File: src/rtl/stp_idle_pkg.sv
package stp_idle_pkg;

  typedef enum logic [1:0] {
    ST_OFF = 2'd0,
    ST_RUN = 2'd1,
    ST_LOW = 2'd2
  } ctl_state_t;

endpackage

File: src/rtl/idle_timer.sv
module idle_timer #(
  parameter int unsigned PRESC_DIV = 32,
  parameter int unsigned TMR_W     = 16,
  parameter int unsigned OVF_LIMIT = 8
) (
  input  logic clk,
  input  logic rst,
  input  logic restart,
  input  logic run,
  output logic expire
);

  localparam int unsigned PW = (PRESC_DIV > 1) ? $clog2(PRESC_DIV) : 1;
  localparam int unsigned OW = $clog2(OVF_LIMIT + 1);
  localparam logic [PW-1:0] PRESC_LAST = PW'(PRESC_DIV - 1);
  localparam logic [OW-1:0] OVF_LAST   = OW'(OVF_LIMIT - 1);

  logic [PW-1:0]    presc_q;
  logic [TMR_W-1:0] tmr_q;
  logic [OW-1:0]    ovf_q;
  logic             presc_hit;
  logic             tmr_wrap;

  assign presc_hit = (presc_q == PRESC_LAST);
  assign tmr_wrap  = presc_hit && (&tmr_q);
  assign expire    = run && !restart && tmr_wrap && (ovf_q == OVF_LAST);

  always_ff @(posedge clk) begin
    if (rst || restart) begin
      presc_q <= '0;
      tmr_q   <= '0;
      ovf_q   <= '0;
    end else if (run) begin
      presc_q <= presc_hit ? '0 : presc_q + 1'b1;
      if (presc_hit) tmr_q <= tmr_q + 1'b1;
      if (tmr_wrap)  ovf_q <= (ovf_q == OVF_LAST) ? '0 : ovf_q + 1'b1;
    end
  end

  // overflow count never passes its limit
  p_ovf_range_r6: assert property (@(posedge clk) disable iff (rst)
    ovf_q < OW'(OVF_LIMIT));

  // a timeout only comes from a running timer
  p_expire_running_r6: assert property (@(posedge clk) disable iff (rst)
    expire |-> run);

  // a stopped timer holds its count
  p_hold_stopped_r6: assert property (@(posedge clk) disable iff (rst)
    (!run && !restart) |=> ($stable(tmr_q) && $stable(ovf_q)));

endmodule

File: src/rtl/blink_gen.sv
module blink_gen #(
  parameter int unsigned TICK_DIV = 8192,
  parameter int unsigned CNT_W    = 7
) (
  input  logic             clk,
  input  logic             rst,
  output logic [CNT_W-1:0] tick_cnt
);

  localparam int unsigned DW = (TICK_DIV > 1) ? $clog2(TICK_DIV) : 1;
  localparam logic [DW-1:0] DIV_LAST = DW'(TICK_DIV - 1);

  logic [DW-1:0]    div_q;
  logic [CNT_W-1:0] cnt_q;

  always_ff @(posedge clk) begin
    if (rst) begin
      div_q <= '0;
      cnt_q <= '0;
    end else if (div_q == DIV_LAST) begin
      div_q <= '0;
      cnt_q <= cnt_q + 1'b1;
    end else begin
      div_q <= div_q + 1'b1;
    end
  end

  assign tick_cnt = cnt_q;

  // tick count advances by one at each divider wrap
  p_tick_advance_r10: assert property (@(posedge clk) disable iff (rst)
    (div_q == DIV_LAST) |=> (cnt_q == CNT_W'($past(cnt_q) + 1'b1)));

  // tick count holds between wraps
  p_tick_hold_r10: assert property (@(posedge clk) disable iff (rst)
    (div_q != DIV_LAST) |=> $stable(cnt_q));

endmodule

File: src/rtl/level_reducer.sv
module level_reducer #(
  parameter int unsigned FIELD_W = 2,
  parameter int unsigned FIELD_N = 2,
  parameter int unsigned PHASE_W = 4
) (
  input  logic [FIELD_W*FIELD_N+PHASE_W-1:0] word_in,
  output logic [FIELD_W*FIELD_N+PHASE_W-1:0] word_out
);

  localparam int unsigned WORD_W = FIELD_W * FIELD_N + PHASE_W;

  logic [FIELD_N-1:0] nz;
  logic [WORD_W-1:0]  mask;

  for (genvar f = 0; f < FIELD_N; f++) begin : g_field
    localparam int unsigned LSB = PHASE_W + f * FIELD_W;
    assign nz[f] = |word_in[LSB +: FIELD_W];
  end

  always_comb begin
    mask = '0;
    for (int f = 0; f < FIELD_N; f++) begin
      mask[PHASE_W + f * FIELD_W] = nz[f];
    end
  end

  // a nonzero field is at least one, so no borrow crosses a field boundary
  assign word_out = word_in - mask;

  // phase pattern passes through, no field grows
  always_comb begin
    p_phase_kept_r7: assert (word_out[PHASE_W-1:0] == word_in[PHASE_W-1:0]);
  end

endmodule

File: src/rtl/stp_idle_reducer.sv
module stp_idle_reducer
  import stp_idle_pkg::*;
#(
  parameter int unsigned PRESC_DIV = 32,
  parameter int unsigned TMR_W     = 16,
  parameter int unsigned OVF_LIMIT = 8,
  parameter int unsigned TICK_DIV  = 8192,
  parameter int unsigned BLINK_W   = 7,
  parameter int unsigned FIELD_W   = 2,
  parameter int unsigned FIELD_N   = 2,
  parameter int unsigned PHASE_W   = 4
) (
  input  logic                               clk,
  input  logic                               rst,
  input  logic                               en_n,
  input  logic                               any_change,
  input  logic                               step_rise,
  input  logic [FIELD_W*FIELD_N+PHASE_W-1:0] word_a_in,
  input  logic [FIELD_W*FIELD_N+PHASE_W-1:0] word_b_in,
  output logic [FIELD_W*FIELD_N+PHASE_W-1:0] word_a_out,
  output logic [FIELD_W*FIELD_N+PHASE_W-1:0] word_b_out,
  output logic                               lowpwr_led
);

  localparam int unsigned WORD_W = FIELD_W * FIELD_N + PHASE_W;

  ctl_state_t         st_q;
  logic [WORD_W-1:0]  wa_q, wb_q;
  logic [WORD_W-1:0]  red_a, red_b;
  logic               led_q;
  logic [BLINK_W-1:0] tick_cnt;
  logic               blink_on;
  logic               expire;
  logic               tmr_restart;
  logic               tmr_run;

  assign tmr_restart = en_n || (st_q == ST_OFF) || any_change || step_rise;
  assign tmr_run     = (st_q == ST_RUN);
  assign blink_on    = ~(tick_cnt[BLINK_W-1] | tick_cnt[BLINK_W-2]);

  idle_timer #(
    .PRESC_DIV (PRESC_DIV),
    .TMR_W     (TMR_W),
    .OVF_LIMIT (OVF_LIMIT)
  ) u_timer (
    .clk     (clk),
    .rst     (rst),
    .restart (tmr_restart),
    .run     (tmr_run),
    .expire  (expire)
  );

  blink_gen #(
    .TICK_DIV (TICK_DIV),
    .CNT_W    (BLINK_W)
  ) u_blink (
    .clk      (clk),
    .rst      (rst),
    .tick_cnt (tick_cnt)
  );

  level_reducer #(
    .FIELD_W (FIELD_W),
    .FIELD_N (FIELD_N),
    .PHASE_W (PHASE_W)
  ) u_red_a (
    .word_in  (wa_q),
    .word_out (red_a)
  );

  level_reducer #(
    .FIELD_W (FIELD_W),
    .FIELD_N (FIELD_N),
    .PHASE_W (PHASE_W)
  ) u_red_b (
    .word_in  (wb_q),
    .word_out (red_b)
  );

  always_ff @(posedge clk) begin
    if (rst) begin
      st_q  <= ST_OFF;
      wa_q  <= '0;
      wb_q  <= '0;
      led_q <= 1'b1;
    end else if (en_n) begin
      st_q  <= ST_OFF;
      wa_q  <= '0;
      wb_q  <= '0;
      led_q <= blink_on;
    end else if (st_q == ST_OFF) begin
      st_q  <= ST_RUN;
      wa_q  <= word_a_in;
      wb_q  <= word_b_in;
      led_q <= 1'b0;
    end else if (step_rise) begin
      st_q  <= ST_RUN;
      wa_q  <= word_a_in;
      wb_q  <= word_b_in;
      led_q <= 1'b0;
    end else if (any_change) begin
      st_q  <= ST_RUN;
      led_q <= 1'b0;
    end else if (expire) begin
      st_q  <= ST_LOW;
      wa_q  <= red_a;
      wb_q  <= red_b;
      led_q <= 1'b1;
    end
  end

  assign word_a_out = wa_q;
  assign word_b_out = wb_q;
  assign lowpwr_led = led_q;

  // disabled drive gives zero words
  p_off_when_disabled_r2: assert property (@(posedge clk) disable iff (rst)
    en_n |=> (word_a_out == '0 && word_b_out == '0));

  // a step loads fresh words at full power
  p_step_loads_r4: assert property (@(posedge clk) disable iff (rst)
    (!en_n && step_rise) |=>
      (word_a_out == $past(word_a_in) && word_b_out == $past(word_b_in) && !lowpwr_led));

  // a change without step keeps the words, indicator off
  p_change_keeps_r5: assert property (@(posedge clk) disable iff (rst)
    (!en_n && any_change && !step_rise && st_q != ST_OFF) |=>
      ($stable(word_a_out) && $stable(word_b_out) && !lowpwr_led));

  // a timeout lowers the words once, phase kept, indicator on
  p_reduce_once_r7: assert property (@(posedge clk) disable iff (rst)
    (st_q == ST_RUN && expire && !en_n && !any_change && !step_rise) |=>
      (st_q == ST_LOW && lowpwr_led &&
       word_a_out <= $past(word_a_out) && word_b_out <= $past(word_b_out) &&
       word_a_out[PHASE_W-1:0] == $past(word_a_out[PHASE_W-1:0]) &&
       word_b_out[PHASE_W-1:0] == $past(word_b_out[PHASE_W-1:0])));

  // reduced state is held with no activity
  p_low_stable_r8: assert property (@(posedge clk) disable iff (rst)
    (st_q == ST_LOW && !en_n && !any_change && !step_rise) |=>
      (st_q == ST_LOW && $stable(word_a_out) && $stable(word_b_out) && lowpwr_led));

endmodule

File: config.mk
export PLATFORM = sky130hd
export DESIGN_NAME = stp_idle_reducer
export DESIGN_NICKNAME = d
export VERILOG_FILES = /design/src/rtl/stp_idle_pkg.sv /design/src/rtl/idle_timer.sv /design/src/rtl/blink_gen.sv /design/src/rtl/level_reducer.sv /design/src/rtl/stp_idle_reducer.sv
export SDC_FILE = /design/constraint.sdc
export NUM_CORES = 1
export LEC_CHECK = 0
export BUFFER_PORTS_ARGS = -buffer_cell sky130_fd_sc_hd__clkbuf_2
export CORE_ASPECT_RATIO = 0.5
export CORE_MARGIN = 2
export CORE_UTILIZATION = 40
export DETAILED_ROUTE_END_ITERATION = 7
export GPL_ROUTABILITY_DRIVEN = 0
export PLACE_DENSITY = 0.62
export SYNTH_ARGS = -nofsm -noshare
export SYNTH_HDL_FRONTEND = slang
export SYNTH_SLANG_ARGS = --single-unit
File: constraint.sdc
create_clock -name clk -period 2.11 [get_ports clk]
set_input_delay 0.633 -clock clk [delete_from_list [all_inputs] [get_ports clk]]
set_output_delay 0.633 -clock clk [all_outputs]
set_load 0.03 [all_outputs]
==> results of run 1 <==
flip-flops by register name, indices dropped and copies added, names as in the netlist:
| name | cells |
|---|---|
| u_blink.tick_cnt | 7 |
| word_b_out | 8 |
| u_blink.div_q | 13 |
| u_timer.tmr_q | 16 |
| u_timer.presc_q | 5 |
| u_timer.ovf_q | 4 |
| lowpwr_led | 1 |
| word_a_out | 8 |
| st_q | 2 |
timing repair:
item / in CTS / in global routing
hold buffers: 0 / 0
resized for setup: 0 / 12
setup endpoints to repair: 0 / 16
setup buffers: 0 / 0
final timing paths:
path,end
worst max register to register,u_timer.ovf_q[3]
worst min-delay path,word_a_out[3]
worst max-delay path,u_timer.ovf_q[3]
worst min register to register,word_a_out[3]
tightest hold or removal path, stage by stage (launching register included):
cell,delay (ns)
dfxtp_1,0.30
nand2_1,0.05
a21oi_1,0.05
per-stage QoR:
stage          utilization, %  cell area [µm²]  instances  hold slack, ns
2_1_floorplan               -             2950        352           0.418
3_3_place_gp             45.0             3260        478           0.424
3_5_place_dp             45.0             3260        478           0.442
4_1_cts                  49.4             3580        494           0.449
5_1_grt                  50.1             3620        494           0.475
6_report                 50.1             3620        494           0.447
synthesized netlist by cell type (all sizes together) (2+ instances only):
master / n
a21o: 2
a21oi: 32
a31oi: 7
a41oi: 2
and2: 6
and3: 3
and4: 3
buf: 5
clkbuf: 13
dfxtp: 64
ha: 6
inv: 7
nand2: 43
nand3: 16
nand4: 12
nor2: 33
nor2b: 2
nor3: 5
nor3b: 4
nor4: 10
o21a: 4
o21ai: 11
o31ai: 14
or2: 2
or3: 6
or4: 8
xnor2: 13
xor2: 8
cell families after synthesis:
logic type	synth area share, %
fa+ha+maj	2.54
simple gates	28.5
compound gates	15.4
xor+xnor	6.23
buf+inv	3.56
mux	0.382
flops	43.4
cell usage in the layout, fill, tap and decap left out, drive strengths merged, types with 2 or more instances in the layout:
cell / n
a21o: 2
nor3b: 4
nand4: 12
a31oi: 7
o31ai: 14
and4: 3
a21oi: 32
ha: 6
nor2b: 2
and2: 6
and3: 3
nand2: 43
or3: 6
nand3: 16
clkbuf: 51
a41oi: 2
o21ai: 11
or4: 8
buf: 11
o21a: 4
or2: 2
inv: 7
nor2: 33
dfxtp: 64
nor3: 5
xnor2: 13
xor2: 8
nor4: 10
routing by layer:
metal | global-route usage, % | wire, µm
met2 | 28.5 | 3230
met5 | 0 | 0
met4 | 9.72 | 79
met3 | 6.03 | 178
met1 | 18.2 | 2950
layout make-up:
| cell class | instances | area [µm²] |
|---|---|---|
| fillers | 691 | 3620 |
| multi-input cells | 263 | 1610 |
| flip-flops and latches | 64 | 1280 |
| clock buffers | 14 | 284 |
| repair buffers | 48 | 268 |
| well taps | 96 | 120 |
| clock inverters | 2 | 35.0 |
| inverters | 7 | 26.3 |
power groups by stage:
stage / clock network (µW) / logic [µW] / registers (µW)
floorplan: 0 / 58.8 / 1300
global placement: 0 / 135 / 1270
detailed placement: 0 / 139 / 1270
CTS: 1590 / 139 / 1250
global route: 1650 / 152 / 1250
finish: 1540 / 138 / 1250
==> impl_results.md, run 1 <==
- Status: complete, no violations
- Critical Path Fanout Max: 5
- Vias: between 2k and 3k
- Slew Viols, Final: 0
- All-Layer GR Usage: approximately 17%
- Async set or reset register ratio after synthesis: 0%
- Crit Path Class: flip-flop to flip-flop
- Clock share of power: around 53%
- Cell Chain, Critical Path: ha_1, and3_1, ha_1, and4b_1, nand4_1, or4b_1, a21oi_2
- Endpoints failing setup: 0
- Cell repeated most along the worst path: ha_1
- Worst path arrival time: 2.25 ns
- Clock input transition at the sequential cells of the worst setup and hold paths: about 0.050 ns
- First-pass GRT wire length: about 11000 µm
- Vias per cell: 5.36
- Hold crit path type: flip-flop to flip-flop
- CP top delay family: simple AND/OR/NAND/NOR gates
- Slew headroom: between 60% and 70%
- Combinational power share: 4.7%
- Ant. Diodes: 0
- Wire per inst: ~13 µm
- DIE AREA: about 8100 µm²
- CP Capture Type: flip-flop
- IO Count: 38
- CP Data Required Time: between 2 and 2.5 ns
- Root Driver: clkbuf_16
- Cell count along the critical path: 7
- Fin Clk Skew: 0.00393 ns
- Pint: about 2300 µW
- Top cell type's share of synthesized area: a little over two fifths
- Total power: a little under 3000 µW
- Detailed Place HPWL: roughly 4600 µm
- Yosys warning total: 0
- Row count: 22
- Nets: 420
- Setup ws final: roughly 0.12 ns
- Area contributors post-synth: dfxtp_1, nand2_1, a21oi_1, nor2_1, xnor2_1
- Reg-to-Reg Start: u_timer.presc_q[0]
- Final hold vios: 0
- Buf+Inv Stages, Crit Path: 0
- First-pass detailed-route iteration total: 5
- Slowest stage delay, CP: between 0.5 and 0.6 ns
- R2r setup slk: 0.12 ns
- Setup crit start: u_timer.presc_q[0]
- Sw power: approximately 600 µW
- Period utilisation layout: a little over nine tenths
- Max cap viols: 0
- Hold path start: word_a_out[3]
- Syn Std Cell Area: just under 3000 µm²
- Total CTS buffers: 9
- Pleak: between 0.001 and 0.0015 µW
- Peak Freq: 504 MHz
- Top cell type by total area after synthesis: dfxtp_1
- Count of buffers from port buffering: 37
- Fin crit period: between 1.5 and 2 ns
- H-tree depth reported by CTS: 3
- Top FF cell, synth: dfxtp_1
- DRC violations left: 0
- Switch share: between 20% and 30%
- CTS sink cnt: between 60 and 70
- Vias in the first global route: approximately 2.5k
- Max clock buf depth: 2
- Synth Area per Inst: ~8.4 µm²
- Sequential fraction of the synthesis area: between 40 and 50%
- Number of synthesized flops with an enable pin: 0
- Worst r2r path cells: 7
- Worst vdd rail ir drop: between 0.4 and 0.5 mV
- #FFs+latches synth: 64
- Pin count of the biggest net entering global routing: 27
- Post-Place Worst Slack: 0.0230 ns
- Slowest stage cell on the critical path: or4b_1
- Worst Setup Start Kind: flip-flop
- Pwr dens: about 800 nW/µm²
- Netlist cell types: 45
- Grt total ovfl: 0
- Total Wirelength: roughly 6400 µm
- Die height: between 60 and 70 µm
- Setup TNS: 0 ns
- Skew-Pair Late Insertion Delay: 0.33 ns
- Core outline area: roughly 7200 µm²
- Seq pwr share: 42.6%
- CTS tree: done
- Initial antenna violation count: 0
- Layout area overhead: 22.8%
- Syn Inst Count: 352
- Layout cells sized above 1: 20.6%
- Initial Utilization: between 40 and 50%
- Die W: approximately 130 µm
- Worst-Margin Slew: about 0.55 ns
- RSZ-0062 raised after global routing: no
- Syn_nets: ~380
- Routed Antenna Nets: 0
- Worst hold path cell count: 2
- Iter 0 DRT Violations: 161
Note: power is estimated with default switching activity, not from simulation.
==> run 2, diff against run 1 <==
--- a/config.mk
+++ b/config.mk
@@ -5,10 +5,12 @@
 export SDC_FILE = /design/constraint.sdc
 export NUM_CORES = 1
 export LEC_CHECK = 0
+export ABC_AREA = 1
 export BUFFER_PORTS_ARGS = -buffer_cell sky130_fd_sc_hd__clkbuf_2
 export CORE_ASPECT_RATIO = 0.5
 export CORE_MARGIN = 2
 export CORE_UTILIZATION = 40
+export CTS_CLUSTER_DIAMETER = 100
 export DETAILED_ROUTE_END_ITERATION = 7
 export GPL_ROUTABILITY_DRIVEN = 0
 export PLACE_DENSITY = 0.62
==> run 2 against run 1 <==
- utilization rose by 1.1 points
- synthesized cell count increased by 26%
- register-to-register slack gained 0.04 ns
- clock skew up 0.0012 ns
- critical endpoint is now word_a_out[4]
==> impl_results.md, run 2 <==
- CP Data Required Time: 2.33 ns (was 2.37 ns)
- First-pass GRT wire length: 10800 µm (about the same)
- Yosys warning total: 0 (unchanged)
- Hold crit path type: flip-flop to flip-flop (unchanged)
- Number of synthesized flops with an enable pin: 0 (unchanged)
- Die height: 66.7 µm (was 64.7 µm)
- Status: complete, no violations (unchanged)
- Sw power: 673 µW (was 606 µW)
- Worst vdd rail ir drop: 0.410 mV (was 0.466 mV)
- Top flop regs: u_timer.tmr_q: 16 flops, u_blink.div_q: 13 flops (unchanged)
- Clock input transition at the sequential cells of the worst setup and hold paths: 0.06 ns (was 0.05 ns)
- DRC violations left: 0 (unchanged)
- Max FFs per register: 16 (unchanged)
- Sequential fraction of the synthesis area: 40.7% (was 43.4%)
- Routed Antenna Nets: 0 (unchanged)
- Syn Std Cell Area: 3150 µm² (was 2950 µm²)
- Worst path arrival time: 2.17 ns (was 2.25 ns)
- Layout cells sized above 1: 18.4% (was 20.6%)
- Die W: 129 µm (was 125 µm)
- Detailed Place HPWL: 4460 µm (was 4560 µm)
- Layout area overhead: 21.6% (was 22.8%)
- Final hold vios: 0 (unchanged)
- Pint: 2440 µW (was 2320 µW)
- Max cap viols: 0 (unchanged)
- Iter 0 DRT Violations: 107 (was 161)
- Fill count: 747 (was 691)
- R2r setup slk: 0.17 ns (was 0.12 ns)
- Cell Chain, Critical Path: ha_1, nand2_1, nor2_1, ha_1, inv_1, nor2_8, nand2_4, nor2_8, nand3_2, a21oi_1, nor2_1 (was ha_1, and3_1, ha_1, and4b_1, nand4_1, or4b_1, a21oi_2)
- Syn Inst Count: 442 (was 352)
- Total Wirelength: 6180 µm (was 6440 µm)
- Syn_nets: 469 (was 379)
- Worst Setup Start Kind: flip-flop (unchanged)
- Fin Clk Skew: 0.00511 ns (was 0.00393 ns)
- Vias per cell: 4.51 (was 5.36)
- Slew headroom: 74.8% (was 63.4%)
- Vias: 2721 (was 2647)
- Fin crit period: 1.94 ns (was 1.99 ns)
- Core outline area: 7490 µm² (was 7240 µm²)
- Grt total ovfl: 0 (unchanged)
- RSZ-0062 raised after global routing: no (unchanged)
- Hold path start: u_blink.div_q[0] (was word_a_out[3])
- Critical Path Fanout Max: 8 (was 5)
- Slowest stage delay, CP: 0.37 ns (was 0.54 ns)
- Async set or reset register ratio after synthesis: 0% (unchanged)
- IO Count: 38 (unchanged)
- Top cell type's share of synthesized area: 40.7% (was 43.4%)
- Leading cell types in the layout, fill and taps excluded: nand2_1, nor2_1, dfxtp_1 (was dfxtp_1, nand2_1, clkbuf_2)
- Setup TNS: 0 ns (unchanged)
- Commonest non-fill, non-tap cell in the layout: nand2_1 (was dfxtp_1)
- Count of buffers from port buffering: 37 (unchanged)
- Worst-Margin Slew: 0.377 ns (was 0.546 ns)
- Peak Freq: 515 MHz (was 504 MHz)
- Top FF cell, synth: dfxtp_1 (unchanged)
- Setup crit start: u_timer.presc_q[0] (unchanged)
- Top cell type by total area after synthesis: dfxtp_1 (unchanged)
- Initial antenna violation count: 0 (unchanged)
- Synth Area per Inst: 7.13 µm² (was 8.38 µm²)
- Combinational power share: 5.3% (was 4.7%)
- Nets: 517 (was 420)
- Largest register by flop count: u_timer.tmr_q (unchanged)
- Netlist cell types: 35 (was 45)
- CP Capture Type: flip-flop (unchanged)
- First-pass detailed-route iteration total: 4 (was 5)
- DIE AREA: 8640 µm² (was 8120 µm²)
- Ant. Diodes: 0 (unchanged)
- CTS sink cnt: 64 (unchanged)
- Total CTS buffers: 9 (unchanged)
- H-tree depth reported by CTS: 3 (unchanged)
- Reg-to-Reg Start: u_timer.presc_q[0] (unchanged)
- Switch share: 21.6% (was 20.7%)
- Initial Utilization: 42.1% (was 40.8%)
- CTS tree: done (unchanged)
- Crit Path Class: flip-flop to flip-flop (unchanged)
- Vias in the first global route: 2502 (was 2511)
- Synth top cells by count: nand2_1, nor2_1, dfxtp_1 (was dfxtp_1, nand2_1, nor2_1)
- Most frequent cell after synthesis: nand2_1 (was dfxtp_1)
- Wire per inst: 10.3 µm (was 13.0 µm)
- Area contributors post-synth: dfxtp_1, nand2_1, nor2_1, inv_1, nand3_1 (was dfxtp_1, nand2_1, a21oi_1, nor2_1, xnor2_1)
- Slew Viols, Final: 0 (unchanged)
- Slowest stage cell on the critical path: dfxtp_1 (was or4b_1)
- Placed Cells: 585 (was 478)
- Root Driver: clkbuf_16 (unchanged)
- Endpoints failing setup: 0 (unchanged)
- Period utilisation layout: 92.0% (was 94.1%)
- Max clock buf depth: 2 (unchanged)
- Seq pwr share: 40.0% (was 42.6%)
- Pwr dens: 814 nW/µm² (was 808 nW/µm²)
- Final non-filler cell total: 603 (was 494)
- Row count: 22 (unchanged)
- CTS resizes: 0 (unchanged)
- All-Layer GR Usage: 16.2% (was 16.7%)
- #FFs+latches synth: 64 (unchanged)
- Skew-Pair Late Insertion Delay: 0.33 ns (about the same)
- Clock share of power: 54.7% (was 52.7%)
- Pleak: 0.00166 µW (was 0.00128 µW)
- Pin count of the biggest net entering global routing: 18 (was 27)
==> run 2: changes by cell type in the layout (fill, tap and decap cells not counted), moves of 12 or more <==
cell     previous run  this run
inv_1               7        60
nand2_1            43        90
nand3_1            14        26
nor2_1             33        76
o21ai_0            11        24
o31ai_1            13         1
==> run 2: routing by layer <==
layer	up-vias	GRT usage (%)	share of wire (%)
met5	-	0	0
li1	1489	-	-
met1	1200	18.6	50
met3	10	6.35	3.0
met2	22	27.7	45
met4	0	5.91	1.6
==> run 2: final cells by class <==
class / instances / area, µm² / area share (%)
clock inverter: 7 / 120 / 3.14
sequential: 64 / 1280 / 33.5
inverter: 62 / 233 / 6.08
tap: 108 / 135 / 3.53
clock buffer: 9 / 225 / 5.88
timing repair buffer: 45 / 245 / 6.40
multi-input combinational: 308 / 1590 / 41.5
==> run 2: stage by stage <==
stage / util (%) / hold WS (ns) / power [µW] / cell area (µm²) / setup slack [ns]
floorplan: - / 0.417 / 1380 / 3150 / 0.354
global placement: 46.3 / 0.433 / 1440 / 3470 / 0.248
detailed placement: 46.3 / 0.450 / 1440 / 3470 / 0.204
CTS: 50.9 / 0.458 / 3160 / 3810 / 0.198
global route: 51.2 / 0.494 / 3250 / 3830 / 0.000378
finish: 51.2 / 0.459 / 3120 / 3830 / 0.169
==> run 2: repair_timing <==
item,in CTS,in global routing
setup buffers,0,1
setup endpoints to repair,0,2
hold buffers,0,0
==> run 2: final timing paths <==
path	end	depth (start not counted)
worst max-delay path	word_a_out[4]	11
worst min-delay path	u_blink.div_q[0]	1
worst min register to register	u_blink.div_q[0]	1
worst max register to register	word_a_out[4]	11
==> run 2: cells by family (layout without fill, tap and decap cells) <==
family | count (synthesis) | count (layout) | synth area share (%)
buffers and inverters | 71 | 123 | 9.14
XOR/XNOR | 13 | 13 | 3.62
adder cells (fa/ha/maj) | 6 | 6 | 2.38
AO/OA/AOI/OAI | 59 | 59 | 10.3
AND/OR/NAND/NOR | 229 | 230 | 33.9
flip-flops | 64 | 64 | 40.7
==> run 2: worst max-delay path: cells and delay by family, from the launching register on <==
family,cells,cell delay (ns)
and+or+nand+nor,7,0.84
buffers and inverters,1,0.09
AOI/OAI and AO/OA,1,0.19
DFF,1,0.37
adders and majority gates,2,0.34
==> run 2: power groups by stage <==
| stage | clock network, µW | logic [µW] | registers (µW) |
|---|---|---|---|
| 3_3_place_gp | 0 | 164 | 1270 |
| 2_1_floorplan | 0 | 81.1 | 1300 |
| 5_1_grt | 1820 | 187 | 1250 |
| 4_1_cts | 1750 | 167 | 1250 |
| 3_5_place_dp | 0 | 166 | 1270 |
| 6_report | 1710 | 165 | 1250 |
==> run 3, diff against run 2 <==
--- a/config.mk
+++ b/config.mk
@@ -5,7 +5,6 @@
 export SDC_FILE = /design/constraint.sdc
 export NUM_CORES = 1
 export LEC_CHECK = 0
-export ABC_AREA = 1
 export BUFFER_PORTS_ARGS = -buffer_cell sky130_fd_sc_hd__clkbuf_2
 export CORE_ASPECT_RATIO = 0.5
 export CORE_MARGIN = 2
@@ -13,6 +12,7 @@
 export CTS_CLUSTER_DIAMETER = 100
 export DETAILED_ROUTE_END_ITERATION = 7
 export GPL_ROUTABILITY_DRIVEN = 0
+export MAX_ROUTING_LAYER = met4
 export PLACE_DENSITY = 0.62
 export SYNTH_ARGS = -nofsm -noshare
 export SYNTH_HDL_FRONTEND = slang
==> run 3 against run 2 <==
- critical path type unchanged
- critical endpoint is now u_timer.ovf_q[3]
- non-clock buffer count rose by 3
- sequential share of layout area rose by 2.0 points
- die area fell by 6.0%
- clock power fell by 9%
- clock skew fell by 0.0015 ns
- routed wire length rose by 3.6%
- power fell by 6.0%
- final area fell by 5.4%
- worst setup slack got worse by 0.038 ns
- count of clock-buffer cells in the layout rose by 5
==> impl_results.md, run 3 (synthesis results as in run 1) <==
- RSZ-0062 raised after global routing: no (unchanged)
- Slew Viols, Final: 0 (unchanged)
- Fin Clk Skew: 0.00360 ns (was 0.00511 ns)
- Seq pwr share: 42.5% (was 40.0%)
- Slew headroom: 61.4% (was 74.8%)
- Endpoints failing setup: 0 (unchanged)
- Count of buffers from port buffering: 37 (unchanged)
- Wire per inst: 13.0 µm (was 10.3 µm)
- Setup ws final: 0.131 ns (was 0.169 ns)
- Storage cell area: 1280 µm² (about the same)
- H-tree depth reported by CTS: 3 (unchanged)
- R2r setup slk: 0.13 ns (was 0.17 ns)
- Max FFs per register: 16 (unchanged)
- Detailed Place HPWL: 4560 µm (was 4460 µm)
- Vias: 2650 (was 2721)
- Iter 0 DRT Violations: 178 (was 107)
- Die height: 64.7 µm (was 66.7 µm)
- Cell repeated most along the worst path: ha_1
- CTS tree: done (unchanged)
- Setup TNS: 0 ns (unchanged)
- Multi-input gate area: 1610 µm² (was 1590 µm²)
- Crit Path Class: flip-flop to flip-flop (unchanged)
- CP Capture Type: flip-flop (unchanged)
- Clock input transition at the sequential cells of the worst setup and hold paths: 0.05 ns (was 0.06 ns)
- Vias in the first global route: 2505 (was 2502)
- Hold crit path type: flip-flop to flip-flop (unchanged)
- Ant. Diodes: 0 (unchanged)
- Pleak: 0.00128 µW (was 0.00166 µW)
- Largest register by flop count: u_timer.tmr_q (unchanged)
- Total CTS buffers: 9 (unchanged)
- Grt total ovfl: 0 (unchanged)
- Status: complete, no violations (unchanged)
- Slowest stage cell on the critical path: or4b_1 (was dfxtp_1)
- Max clock buf depth: 2 (unchanged)
- Period utilisation layout: 93.8% (was 92.0%)
- Layout area overhead: 22.8% (was 21.6%)
- Peak Freq: 505 MHz (was 515 MHz)
- Fill count: 691 (was 747)
- Switch share: 20.8% (was 21.6%)
- Leading cell types in the layout, fill and taps excluded: dfxtp_1, nand2_1, clkbuf_2 (was nand2_1, nor2_1, dfxtp_1)
- Top flop regs: u_timer.tmr_q: 16 flops, u_blink.div_q: 13 flops (unchanged)
- Nets: 420 (was 517)
- Root Driver: clkbuf_16 (unchanged)
- Total power: 2930 µW (was 3120 µW)
- Total Wirelength: 6400 µm (was 6180 µm)
- Commonest non-fill, non-tap cell in the layout: dfxtp_1 (was nand2_1)
- Critical Path Fanout Max: 5 (was 8)
- Pint: 2320 µW (was 2440 µW)
- Routed Antenna Nets: 0 (unchanged)
- Slowest stage delay, CP: 0.53 ns (was 0.37 ns)
- Worst vdd rail ir drop: 0.466 mV (was 0.410 mV)
- Die W: 125 µm (was 129 µm)
- Pin count of the biggest net entering global routing: 27 (was 18)
- Post-CTS setup buffer count: 0 (unchanged)
- CTS sink cnt: 64 (unchanged)
- DIE AREA: 8120 µm² (was 8640 µm²)
- Fin crit period: 1.98 ns (was 1.94 ns)
- Row count: 22 (unchanged)
- Core outline area: 7240 µm² (was 7490 µm²)
- CP Data Required Time: 2.37 ns (was 2.33 ns)
- CP top delay family: simple AND/OR/NAND/NOR gates (unchanged)
- Skew-Pair Late Insertion Delay: 0.33 ns (about the same)
- Vias per cell: 5.36 (was 4.51)
- DRC violations left: 0 (unchanged)
- Buf+Inv Stages, Crit Path: 0 (was 1)
- Cell Chain, Critical Path: ha_1, and3_1, ha_1, and4b_1, nand4_1, or4b_1, a21oi_2 (was ha_1, nand2_1, nor2_1, ha_1, inv_1, nor2_8, nand2_4, nor2_8, nand3_2, a21oi_1, nor2_1)
- Initial antenna violation count: 0 (unchanged)
- Worst Setup Start Kind: flip-flop (unchanged)
- Sw power: 609 µW (was 673 µW)
- Final hold vios: 0 (unchanged)
- First-pass GRT wire length: 10800 µm (about the same)
- Clock share of power: 52.8% (was 54.7%)
- Worst-Margin Slew: 0.576 ns (was 0.377 ns)
- Initial Utilization: 40.8% (was 42.1%)
- First-pass detailed-route iteration total: 4 (unchanged)
- Combinational power share: 4.7% (was 5.3%)
- Max cap viols: 0 (unchanged)
- Post-Place Worst Slack: 0.0230 ns (was 0.204 ns)
- All-Layer GR Usage: 17.1% (was 16.2%)
- Worst path arrival time: 2.24 ns (was 2.17 ns)
- Layout cells sized above 1: 20.6% (was 18.4%)
- Pwr dens: 809 nW/µm² (was 814 nW/µm²)
- IO Count: 38 (unchanged)
-- run 3: cell types whose count changed in the layout (fill, tap and decap cells not counted), sizes merged, moves of 9 or more --
cell	delta
nand2	-54
o31ai	+13
xnor2	+9
nor4	+10
o21ai	-15
nand3	-15
inv	-55
nor2	-52
-- run 3: worst register-to-register path: stages (launching register included) --
cell	delay, ns
dfxtp_2	0.35
ha_1	0.17
and3_1	0.16
ha_1	0.16
and4b_1	0.22
nand4_1	0.17
or4b_1	0.53
a21oi_2	0.14
-- run 3: path summary, 6_finish.rpt --
check / from / to / cells after the start
setup / recovery: u_timer.presc_q[0] / u_timer.ovf_q[3] / 7
hold / removal: word_a_out[3] / word_a_out[3] / 2
setup reg to reg: u_timer.presc_q[0] / u_timer.ovf_q[3] / 7
hold reg to reg: word_a_out[3] / word_a_out[3] / 2
-- run 3: cell type report --
type,instances,area share [%]
Multi-Input combinational cell,263,44.3
Sequential cell,64,35.4
Clock buffer,14,7.84
Timing Repair Buffer,48,7.39
Tap cell,96,3.31
Clock inverter,2,0.967
Inverter,7,0.725
-- run 3: metal layers --
metal	track usage (%)	up-vias	share of wire, %	routed length, µm
met5	-	-	0	0
met4	8.89	0	1.1	70
met3	6.52	8	3.2	204
met2	28.5	31	51	3240
met1	18.1	1263	45	2890
li1	-	1348	-	-
-- run 3: power groups by stage --
stage          clock network, µW  registers, µW  logic, µW
2_1_floorplan                  0           1300       58.8
3_3_place_gp                   0           1270        135
4_1_cts                     1590           1250        139
6_report                    1550           1250        138
5_1_grt                     1650           1250        152
3_5_place_dp                   0           1270        139
-- run 3: what timing repair did --
item,in CTS,in global routing
hold buffers,0,0
resized for setup,0,12
hold endpoints to repair,0,0
endpoints found under the setup margin,0,16
-- run 3: through the flow --
step	area [µm²]	hold slack (ns)	std cells	util, %
2_1_floorplan	2950	0.418	352	-
3_3_place_gp	3260	0.424	478	45.0
3_5_place_dp	3260	0.442	478	45.0
4_1_cts	3580	0.449	494	49.4
5_1_grt	3620	0.475	494	50.1
6_report	3620	0.447	494	50.1
